`src/rtl/codec_ctl_pkg.sv`:
```
package codec_ctl_pkg;
  localparam int unsigned NUM_SLOTS = 11;

  typedef enum logic [3:0] {
    SL_CODEC_CTL   = 4'd0,
    SL_CODEC_ADDR  = 4'd1,
    SL_CODEC_WDATA = 4'd2,
    SL_CODEC_RDATA = 4'd3,
    SL_PLAY_CTL    = 4'd4,
    SL_PLAY_ADDR   = 4'd5,
    SL_PLAY_LEFT   = 4'd6,
    SL_RSVD        = 4'd7,
    SL_CAP_CTL     = 4'd8,
    SL_CAP_ADDR    = 4'd9,
    SL_CAP_LEFT    = 4'd10
  } slot_e;

  localparam int unsigned REQ_BIT   = 0;
  localparam int unsigned DIR_BIT   = 1;
  localparam int unsigned CH_EN_BIT = 0;

  // slots that own storage; the reserved hole has none
  localparam logic [NUM_SLOTS-1:0] SLOT_STORED = 11'b111_0111_1111;
endpackage

```
`src/rtl/codec_ctl_addr_dec.sv`:
```
module codec_ctl_addr_dec
  import codec_ctl_pkg::*;
#(
  parameter int unsigned ADDR_W = 8,
  parameter int unsigned BE_W   = 4
) (
  input  logic [ADDR_W-1:0]    addr_i,
  input  logic [BE_W-1:0]      be_i,
  output logic [NUM_SLOTS-1:0] slot_sel_o,
  output logic                 full_o
);
  localparam int unsigned WIDX_W = ADDR_W - 2;

  logic [WIDX_W-1:0] widx;
  logic              aligned;

  assign widx    = addr_i[ADDR_W-1:2];
  assign aligned = (addr_i[1:0] == 2'b00);
  assign full_o  = &be_i;

  for (genvar s = 0; s < NUM_SLOTS; s++) begin : g_sel
    if (SLOT_STORED[s]) begin : g_map
      assign slot_sel_o[s] = aligned && (widx == WIDX_W'(s));
    end else begin : g_hole
      assign slot_sel_o[s] = 1'b0;
    end
  end
endmodule

```
`src/rtl/codec_ctl_reg_bank.sv`:
```
module codec_ctl_reg_bank
  import codec_ctl_pkg::*;
#(
  parameter int unsigned DATA_W = 32
) (
  input  logic                 clk_i,
  input  logic                 rst_ni,
  input  logic [NUM_SLOTS-1:0] wr_sel_i,
  input  logic [DATA_W-1:0]    wdata_i,
  input  logic [NUM_SLOTS-1:0] rd_sel_i,
  output logic [DATA_W-1:0]    rdata_o,
  output logic                 play_en_o,
  output logic                 cap_en_o
);
  logic [DATA_W-1:0] slot_val [NUM_SLOTS];

  for (genvar g = 0; g < NUM_SLOTS; g++) begin : g_slot
    if (SLOT_STORED[g]) begin : g_store
      logic [DATA_W-1:0] q;
      logic [DATA_W-1:0] wr_val;

      if (g == int'(SL_CODEC_CTL)) begin : g_selfclr
        assign wr_val = wdata_i & ~(DATA_W'(1) << REQ_BIT);
      end else begin : g_plain
        assign wr_val = wdata_i;
      end

      always_ff @(posedge clk_i or negedge rst_ni) begin
        if (!rst_ni)          q <= '0;
        else if (wr_sel_i[g]) q <= wr_val;
      end

      assign slot_val[g] = q;
    end else begin : g_hole
      assign slot_val[g] = '0;
    end
  end

  always_comb begin
    rdata_o = '0;
    for (int i = 0; i < NUM_SLOTS; i++) begin
      if (rd_sel_i[i]) rdata_o = rdata_o | slot_val[i];
    end
  end

  assign play_en_o = slot_val[int'(SL_PLAY_CTL)][CH_EN_BIT];
  assign cap_en_o  = slot_val[int'(SL_CAP_CTL)][CH_EN_BIT];
endmodule

```
`src/rtl/codec_ctl_irq_gen.sv`:
```
module codec_ctl_irq_gen (
  input  logic clk_i,
  input  logic rst_ni,
  input  logic ctl_wr_i,
  input  logic req_bit_i,
  input  logic dir_bit_i,
  output logic irq_req_o,
  output logic irq_rep_o
);
  logic start;
  assign start = ctl_wr_i && req_bit_i;

  always_ff @(posedge clk_i or negedge rst_ni) begin
    if (!rst_ni) begin
      irq_req_o <= 1'b0;
      irq_rep_o <= 1'b0;
    end else begin
      irq_req_o <= start && dir_bit_i;
      irq_rep_o <= start && !dir_bit_i;
    end
  end
endmodule

```
`src/rtl/codec_ctl_regs.sv`:
```
module codec_ctl_regs
  import codec_ctl_pkg::*;
#(
  parameter int unsigned ADDR_W = 8,
  parameter int unsigned DATA_W = 32
) (
  input  logic                clk_i,
  input  logic                rst_ni,
  input  logic                req_valid_i,
  input  logic                req_write_i,
  input  logic [ADDR_W-1:0]   addr_i,
  input  logic [DATA_W/8-1:0] be_i,
  input  logic [DATA_W-1:0]   wdata_i,
  output logic [DATA_W-1:0]   rdata_o,
  output logic                irq_req_o,
  output logic                irq_rep_o,
  output logic                play_en_o,
  output logic                cap_en_o
);
  localparam int unsigned BE_W = DATA_W / 8;

  logic [NUM_SLOTS-1:0] slot_sel;
  logic [NUM_SLOTS-1:0] wr_sel;
  logic                 full;
  logic                 wr_go;

  codec_ctl_addr_dec #(.ADDR_W(ADDR_W), .BE_W(BE_W)) u_dec (
    .addr_i     (addr_i),
    .be_i       (be_i),
    .slot_sel_o (slot_sel),
    .full_o     (full)
  );

  assign wr_go  = req_valid_i && req_write_i && full;
  assign wr_sel = slot_sel & {NUM_SLOTS{wr_go}};

  codec_ctl_reg_bank #(.DATA_W(DATA_W)) u_bank (
    .clk_i     (clk_i),
    .rst_ni    (rst_ni),
    .wr_sel_i  (wr_sel),
    .wdata_i   (wdata_i),
    .rd_sel_i  (slot_sel),
    .rdata_o   (rdata_o),
    .play_en_o (play_en_o),
    .cap_en_o  (cap_en_o)
  );

  codec_ctl_irq_gen u_irq (
    .clk_i     (clk_i),
    .rst_ni    (rst_ni),
    .ctl_wr_i  (wr_sel[int'(SL_CODEC_CTL)]),
    .req_bit_i (wdata_i[REQ_BIT]),
    .dir_bit_i (wdata_i[DIR_BIT]),
    .irq_req_o (irq_req_o),
    .irq_rep_o (irq_rep_o)
  );
endmodule

```
`config.mk`:
```
export PLATFORM = sky130hd
export DESIGN_NAME = codec_ctl_regs
export DESIGN_NICKNAME = d
export VERILOG_FILES = /design/src/rtl/codec_ctl_pkg.sv /design/src/rtl/codec_ctl_addr_dec.sv /design/src/rtl/codec_ctl_reg_bank.sv /design/src/rtl/codec_ctl_irq_gen.sv /design/src/rtl/codec_ctl_regs.sv
export SDC_FILE = /design/constraint.sdc
export NUM_CORES = 1
export LEC_CHECK = 0
export ABC_AREA = 1
export CORE_ASPECT_RATIO = 0.6
export CORE_MARGIN = 2
export CORE_UTILIZATION = 55
export DETAILED_ROUTE_END_ITERATION = 10
export GPL_TIMING_DRIVEN = 1
export PLACE_DENSITY = 0.74
export SLEW_MARGIN = 10
export SYNTH_ARGS = -nofsm -noshare
export SYNTH_HDL_FRONTEND = slang
export SYNTH_SLANG_ARGS = --single-unit
```
`constraint.sdc`:
```
create_clock -name clk_i -period 1.8 [get_ports clk_i]
set_input_delay 0.36 -clock clk_i [delete_from_list [all_inputs] [get_ports clk_i]]
set_output_delay 0.36 -clock clk_i [all_outputs]
set_load 0.01 [all_outputs]
```
Word level (Yosys, flattened, before mapping)
Index checks and enable logic that the tools add are counted.

operators by class
  bitwise operators = 10
  reduce and logical (&&, ||, !) cells = 19
  equal/unequal tests = 9
  mux-type cells = 10

operator list
  operator                                                                number
  32-bit 2-to-1 mux                                                       10
  32-bit bitwise OR                                                       9
  6-bit by 3-bit equality test with 1-bit output (second input constant)  3
  6-bit by 4-bit equality test with 1-bit output (second input constant)  3
  1-bit logical AND                                                       15
  6-bit by 2-bit equality test with 1-bit output (second input constant)  2
  11-bit bitwise AND                                                      1
  6-bit by 1-bit equality test with 1-bit output (second input constant)  1
  6-bit zero test                                                         1
  4-bit AND reduction                                                     1
  2-bit zero test                                                         1
  1-bit zero test                                                         1

storage, ports and cells
  output and inout port bits = 36
  input port bits = 48
  register bits = 321
  word-level logic and storage cells = 60

Depth between registers and ports, before layout
Gate-level depths: netlist (run 1).

  depth in word-level cells = 21
  depth in mapped cells = 10
  depth with buffers taken out = 8

Modules after synthesis
From an unflattened synthesis (run 1), not the netlist that was laid out.

second synthesis, totals
  cell total of the unflattened synthesis = 1378
  area, all modules = 16069.2 um^2

by module, submodules not included
  module              area an instance (um^2)  sequential area each (um^2)  instances  cells each
  codec_ctl_reg_bank  15721.3                  7982.7                       1          1312
  codec_ctl_addr_dec  148.9                    0.0                          1          36
  codec_ctl_regs      133.9                    0.0                          1          24
  codec_ctl_irq_gen   65.1                     50.0                         1          6

Worst setup path before layout (run 1)
No wires, ideal clock.

  path kind = in2out
  from = in addr_i[1]
  to = out rdata_o[30]
  data arrival time = 1.326 ns
  required time = 1.440 ns
  setup slack = 0.114 ns
  path buffers = 2
  stages on the path = 9
  path through = nor2_4 nand2_2 nor2_4 buf_6 buf_6 nand2_1 nand2_1 nor2_1 nand3_1

between the ends
  longest elaborated chain between the ends = 21
  elaborated cells on any way between the ends = 30
  those cells by class = 10 x mux; 9 x bitwise; 11 x reduce/logical

ends and longest elaborated chain
  what                   RTL line                  RTL
  start: declaration     codec_ctl_regs.sv:11      input logic [ADDR_W-1:0] addr_i,
  2-bit zero test (*)    codec_ctl_addr_dec.sv:18  assign aligned = (addr_i[1:0] == 2'b00);
  1-bit logical AND      codec_ctl_addr_dec.sv:23  assign slot_sel_o[s] = aligned && (widx == WIDX_W'(s));
  32-bit 2-to-1 mux      codec_ctl_reg_bank.sv:42  if (rd_sel_i[i]) rdata_o = rdata_o | slot_val[i];
  32-bit bitwise OR      codec_ctl_reg_bank.sv:42
  32-bit 2-to-1 mux      codec_ctl_reg_bank.sv:42
  32-bit bitwise OR      codec_ctl_reg_bank.sv:42
  32-bit 2-to-1 mux      codec_ctl_reg_bank.sv:42
  32-bit bitwise OR      codec_ctl_reg_bank.sv:42
  [5 not listed]         -
  32-bit bitwise OR      codec_ctl_reg_bank.sv:42
  32-bit 2-to-1 mux      codec_ctl_reg_bank.sv:42
  32-bit bitwise OR      codec_ctl_reg_bank.sv:42
  32-bit 2-to-1 mux      codec_ctl_reg_bank.sv:42
  32-bit bitwise OR      codec_ctl_reg_bank.sv:42
  32-bit 2-to-1 mux      codec_ctl_reg_bank.sv:42
  32-bit bitwise OR      codec_ctl_reg_bank.sv:42
  32-bit 2-to-1 mux (*)  codec_ctl_reg_bank.sv:42
  end: declaration       codec_ctl_regs.sv:14      output logic [DATA_W-1:0] rdata_o,

Mark *: on every way between the ends. The rest lies on a longest branch, timed or not.

Worst setup path in the final report (run 1)
  from = in addr_i[1]
  to = out rdata_o[9]

Same word-level chain as after synthesis.

==> results of run 1 <==
metal layers:
metal	track usage, %	vias up
met1	47.55	6337
met3	8.166	99
met2	50.58	741
met4	8.884	0
li1	-	6012
met5	0	-
worst max-delay path by stage:
stage                        endpoint
final                      rdata_o[9]
after global routing       rdata_o[9]
after CTS                 rdata_o[26]
after detailed placement  rdata_o[16]
after global placement     rdata_o[1]
after floorplan           rdata_o[30]
kinds of logic after synthesis:
logic type | Yosys count | share of synthesized area, %
buf+inv | 173 | 6.390
compound gates | 319 | 12.10
simple gates | 945 | 27.24
flops | 321 | 54.27
area by class of cell:
class                   count  area (µm²)  share of cell area [%]
multi-input cells        1264        6264                   32.97
clock buffers              41       853.3                   4.492
repair buffers            234        2959                   15.58
inverters                  73       280.3                   1.475
well taps                 360       450.4                   2.371
clock inverters            14       158.9                  0.8364
flip-flops and latches    321        8033                   42.28
state kept, by name (all words and copies together) (netlist names):
name	flops
u_irq.irq_rep_o	1
u_bank.g_slot.g_store.q	319
u_irq.irq_req_o	1
critical path: cells and delay by family:
kind | cells | cell delay, ns
buffers and inverters | 7 | 0.87
AND/OR/NAND/NOR | 7 | 0.56
cells in the final DEF (no fill, tap or decap), types with 12 or more instances in the layout:
master                            synthesis  routed
sky130_fd_sc_hd__nor2_4                   5      14
sky130_fd_sc_hd__inv_2                    4      12
sky130_fd_sc_hd__nor2_2                   6      15
sky130_fd_sc_hd__o21ai_0                 48      48
sky130_fd_sc_hd__buf_2                   60      17
sky130_fd_sc_hd__o21ai_1                219     219
sky130_fd_sc_hd__nand3_1                147     132
sky130_fd_sc_hd__dfrtp_1                321     321
sky130_fd_sc_hd__nand2_1                690     617
sky130_fd_sc_hd__clkbuf_16                0      33
sky130_fd_sc_hd__nand2_4                 14      27
sky130_fd_sc_hd__clkdlybuf4s50_1          0      38
sky130_fd_sc_hd__nand3_2                  0      15
sky130_fd_sc_hd__o21ai_2                 52      52
sky130_fd_sc_hd__nor2_1                  70      52
sky130_fd_sc_hd__buf_6                   25      40
sky130_fd_sc_hd__buf_4                    8      56
sky130_fd_sc_hd__buf_12                   0      67
sky130_fd_sc_hd__nand2_2                  1      59
sky130_fd_sc_hd__inv_1                   69      59
synth_stat cells:
master,instances,area [µm²]
sky130_fd_sc_hd__buf_4,8,60.06
sky130_fd_sc_hd__nand3_1,147,735.7
sky130_fd_sc_hd__nor2_1,70,262.8
sky130_fd_sc_hd__inv_2,4,15.01
sky130_fd_sc_hd__nand2_1,690,2590
sky130_fd_sc_hd__nor2_8,7,140.1
sky130_fd_sc_hd__clkbuf_2,3,15.01
sky130_fd_sc_hd__inv_1,69,259.0
sky130_fd_sc_hd__nor3_1,3,15.01
sky130_fd_sc_hd__nand3_4,1,17.52
sky130_fd_sc_hd__dfrtp_1,321,8033
sky130_fd_sc_hd__nand2_2,1,6.260
sky130_fd_sc_hd__o21ai_1,219,1096
sky130_fd_sc_hd__nor2_2,6,37.54
sky130_fd_sc_hd__buf_6,25,281.5
sky130_fd_sc_hd__buf_2,60,300.3
sky130_fd_sc_hd__nand2_4,14,157.7
sky130_fd_sc_hd__o21ai_2,52,455.4
sky130_fd_sc_hd__o21ai_0,48,240.2
sky130_fd_sc_hd__nor2_4,5,56.30
sky130_fd_sc_hd__clkbuf_1,4,15.01
sky130_fd_sc_hd__nand4_2,1,12.51
per-stage QoR:
step	worst slack, ns	std cells	area, µm²
final	-0.3528	2307	19000
after global routing	-0.3936	2307	19000
after CTS	-0.3201	2294	18580
after detailed placement	-1.086	2190	16730
after global placement	-1.026	2190	16730
after floorplan	0.1136	1758	14800
power breakdown:
group / switching (mW) / internal, mW / total, mW
logic: 0.465 / 0.219 / 0.684
registers: 0.0109 / 7.23 / 7.24
clock network: 2.91 / 3.75 / 6.67
total: 3.39 / 11.2 / 14.6
what timing repair did:
action | in CTS | in global routing
resized for setup | 272 | 96
setup buffers | 42 | 16
setup endpoints to repair | 35 | 33
gates cloned | 7 | 2
endpoints found under the hold margin | 321 | 0
pin swaps | 55 | 39
hold buffers | 1 | 0
==> results by group, run 1 <==
Floorplan
  • Cell Rows: 46
  • Count of boundary I/O pins: 84
  • Chip height: 131.1 µm
  • Placeable core region: between 20000 and 30000 µm²
  • Die area: 28280 µm²
  • Initial standard-cell utilization of the core: 56.03%
  • Overall die width: 215.8 µm

Yosys
  • Unique masters post-synth: 22
  • Flip-flop and latch count after synthesis: between 300 and 400
  • Netlist area before placement: 14800 µm²
  • Sequential share of the synthesized area: 54.27%
  • Mean instance size in the synthesized netlist: between 8 and 9 µm²
  • Count of warnings emitted by yosys: 0
  • Synthesized net count: about 1800
  • Post-synthesis cell count: 1758

Global route
  • Global route total overflow: 0
  • Vias in the first global route: 12651
  • Initial antenna violation count: 0
  • Pin count of the biggest net entering global routing: 72
  • Wire length of the first global-routing pass: 71510 µm
  • Total track usage: 33.03%

Hold path
  • Worst hold-check path type: input pin to async pin

Detailed routing
  • Number of nets with antenna violations after routing: 0
  • Routed wire length: between 40000 and 50000 µm
  • Detailed-routing iteration count for the pre-antenna-repair pass: 6
  • Top Metal Used: met4
  • WL per Instance: slightly above 20 µm
  • Number of design-rule violations left by the first detailed-router iteration: 1699
  • Routed vias: 13189
  • Routed wire length on met2: 20650 µm
  • Detailed-route vias per instance: between 5 and 6
  • Met3 WL post-DR: between 4000 and 5000 µm
  • Drc violations: 0
  • Met1 Wirelength: 20140 µm

Timing
  • # setup viols final: 32
  • Slew of the pin with the lowest slew margin: ~0.47 ns
  • Max frequency: around 460 MHz
  • Post-layout worst setup margin: -0.3528 ns
  • TNS Setup: -8.730 ns
  • Time the worst path needs with I/O delays and setup: ~2.2 ns
  • Pins Over Slew Limit: 0
  • RSZ-0062 raised after global routing: true
  • Final setup skew: 0 ns
  • Worst slack on hold paths: 0.2107 ns
  • Worst-case headroom to the max-slew limit: 68.62%
  • Number of failing hold endpoints at the final stage: 0
  • Final clock period utilization by the worst path: 119.6%

Power
  • Total power of the final layout: 14.59 mW
  • Total leakage power: 9.921 nW
  • Power Density: 767.8 nW/µm²
  • Peak supply drop: ~700 µV

Place
  • Placed wire-length estimate: 26640 µm
  • GP Congestion: 0.8243
  • Number of port buffers: between 80 and 90

Finish
  • Post-synthesis to final-layout area growth: 28.35%
  • Ant. Diodes: 0
  • Post-layout nets: 1972
  • Fill count: 1900
  • Proportion of layout cells with a drive suffix above 1: 22.96%
  • Final Core Density: 71.91%

Critical path
  • First element of the critical path: addr_i[1]
  • WP data required: 1.44 ns
  • FF-to-FF setup slack: 1.01 ns
  • Ordered list of cells on the worst path: buf_6 > nor2_4 > buf_12 > nand2_8 > buf_12 > nor2_8 > buf_12 > buf_6 > buf_6 > nand2_2 > nand2_1 > nor2_1 > nand3_1 > buf_2
  • Highest cell delay on the worst timing path: roughly 0.16 ns
  • Nature of the critical path startpoint: input pin
  • Terminus of the critical flop-to-flop path: u_bank.g_slot[0].g_store.q[2]$_DFFE_PN0P_
  • Launch point of the worst reg-to-reg path: u_bank.g_slot[0].g_store.q[2]$_DFFE_PN0P_
  • Crit-path slowest cell: sky130_fd_sc_hd__nor2_4
  • Worst Path Arrival: between 1.5 and 2 ns
  • Maximum fanout along the worst path: 4
  • Kind of critical path: input pin to output pin
  • Nature of the critical path endpoint: output pin
  • Number of cell instances on the worst register-to-register path: 2

Clock network
  • CTS HTree Levels: 1
  • CTS Root Cell: sky130_fd_sc_hd__clkbuf_16
  • CTS max path bufs: 3
  • CTS sink count: 321
  • TritonCTS clock tree: yes
  • TritonCTS buffer count: 30
  • Clk_lat worst skew: 0.58 ns
  • Reg clk slew, reported paths: 0.07 ns

Job
  • Max-cap viol count: 0

Outcome
  • Result of the run: finished, violations left
  • Violated checks: setup timing
Note: power is estimated with default switching activity, not from simulation.
==> run 2: changes to the inputs <==
--- a/config.mk
+++ b/config.mk
@@ -6,6 +6,7 @@
 export NUM_CORES = 1
 export LEC_CHECK = 0
 export ABC_AREA = 1
+export CAP_MARGIN = 20
 export CORE_ASPECT_RATIO = 0.6
 export CORE_MARGIN = 2
 export CORE_UTILIZATION = 55
==> results of run 2 <==
No change in the layout: final DEF, timing and power equal those of run 1.
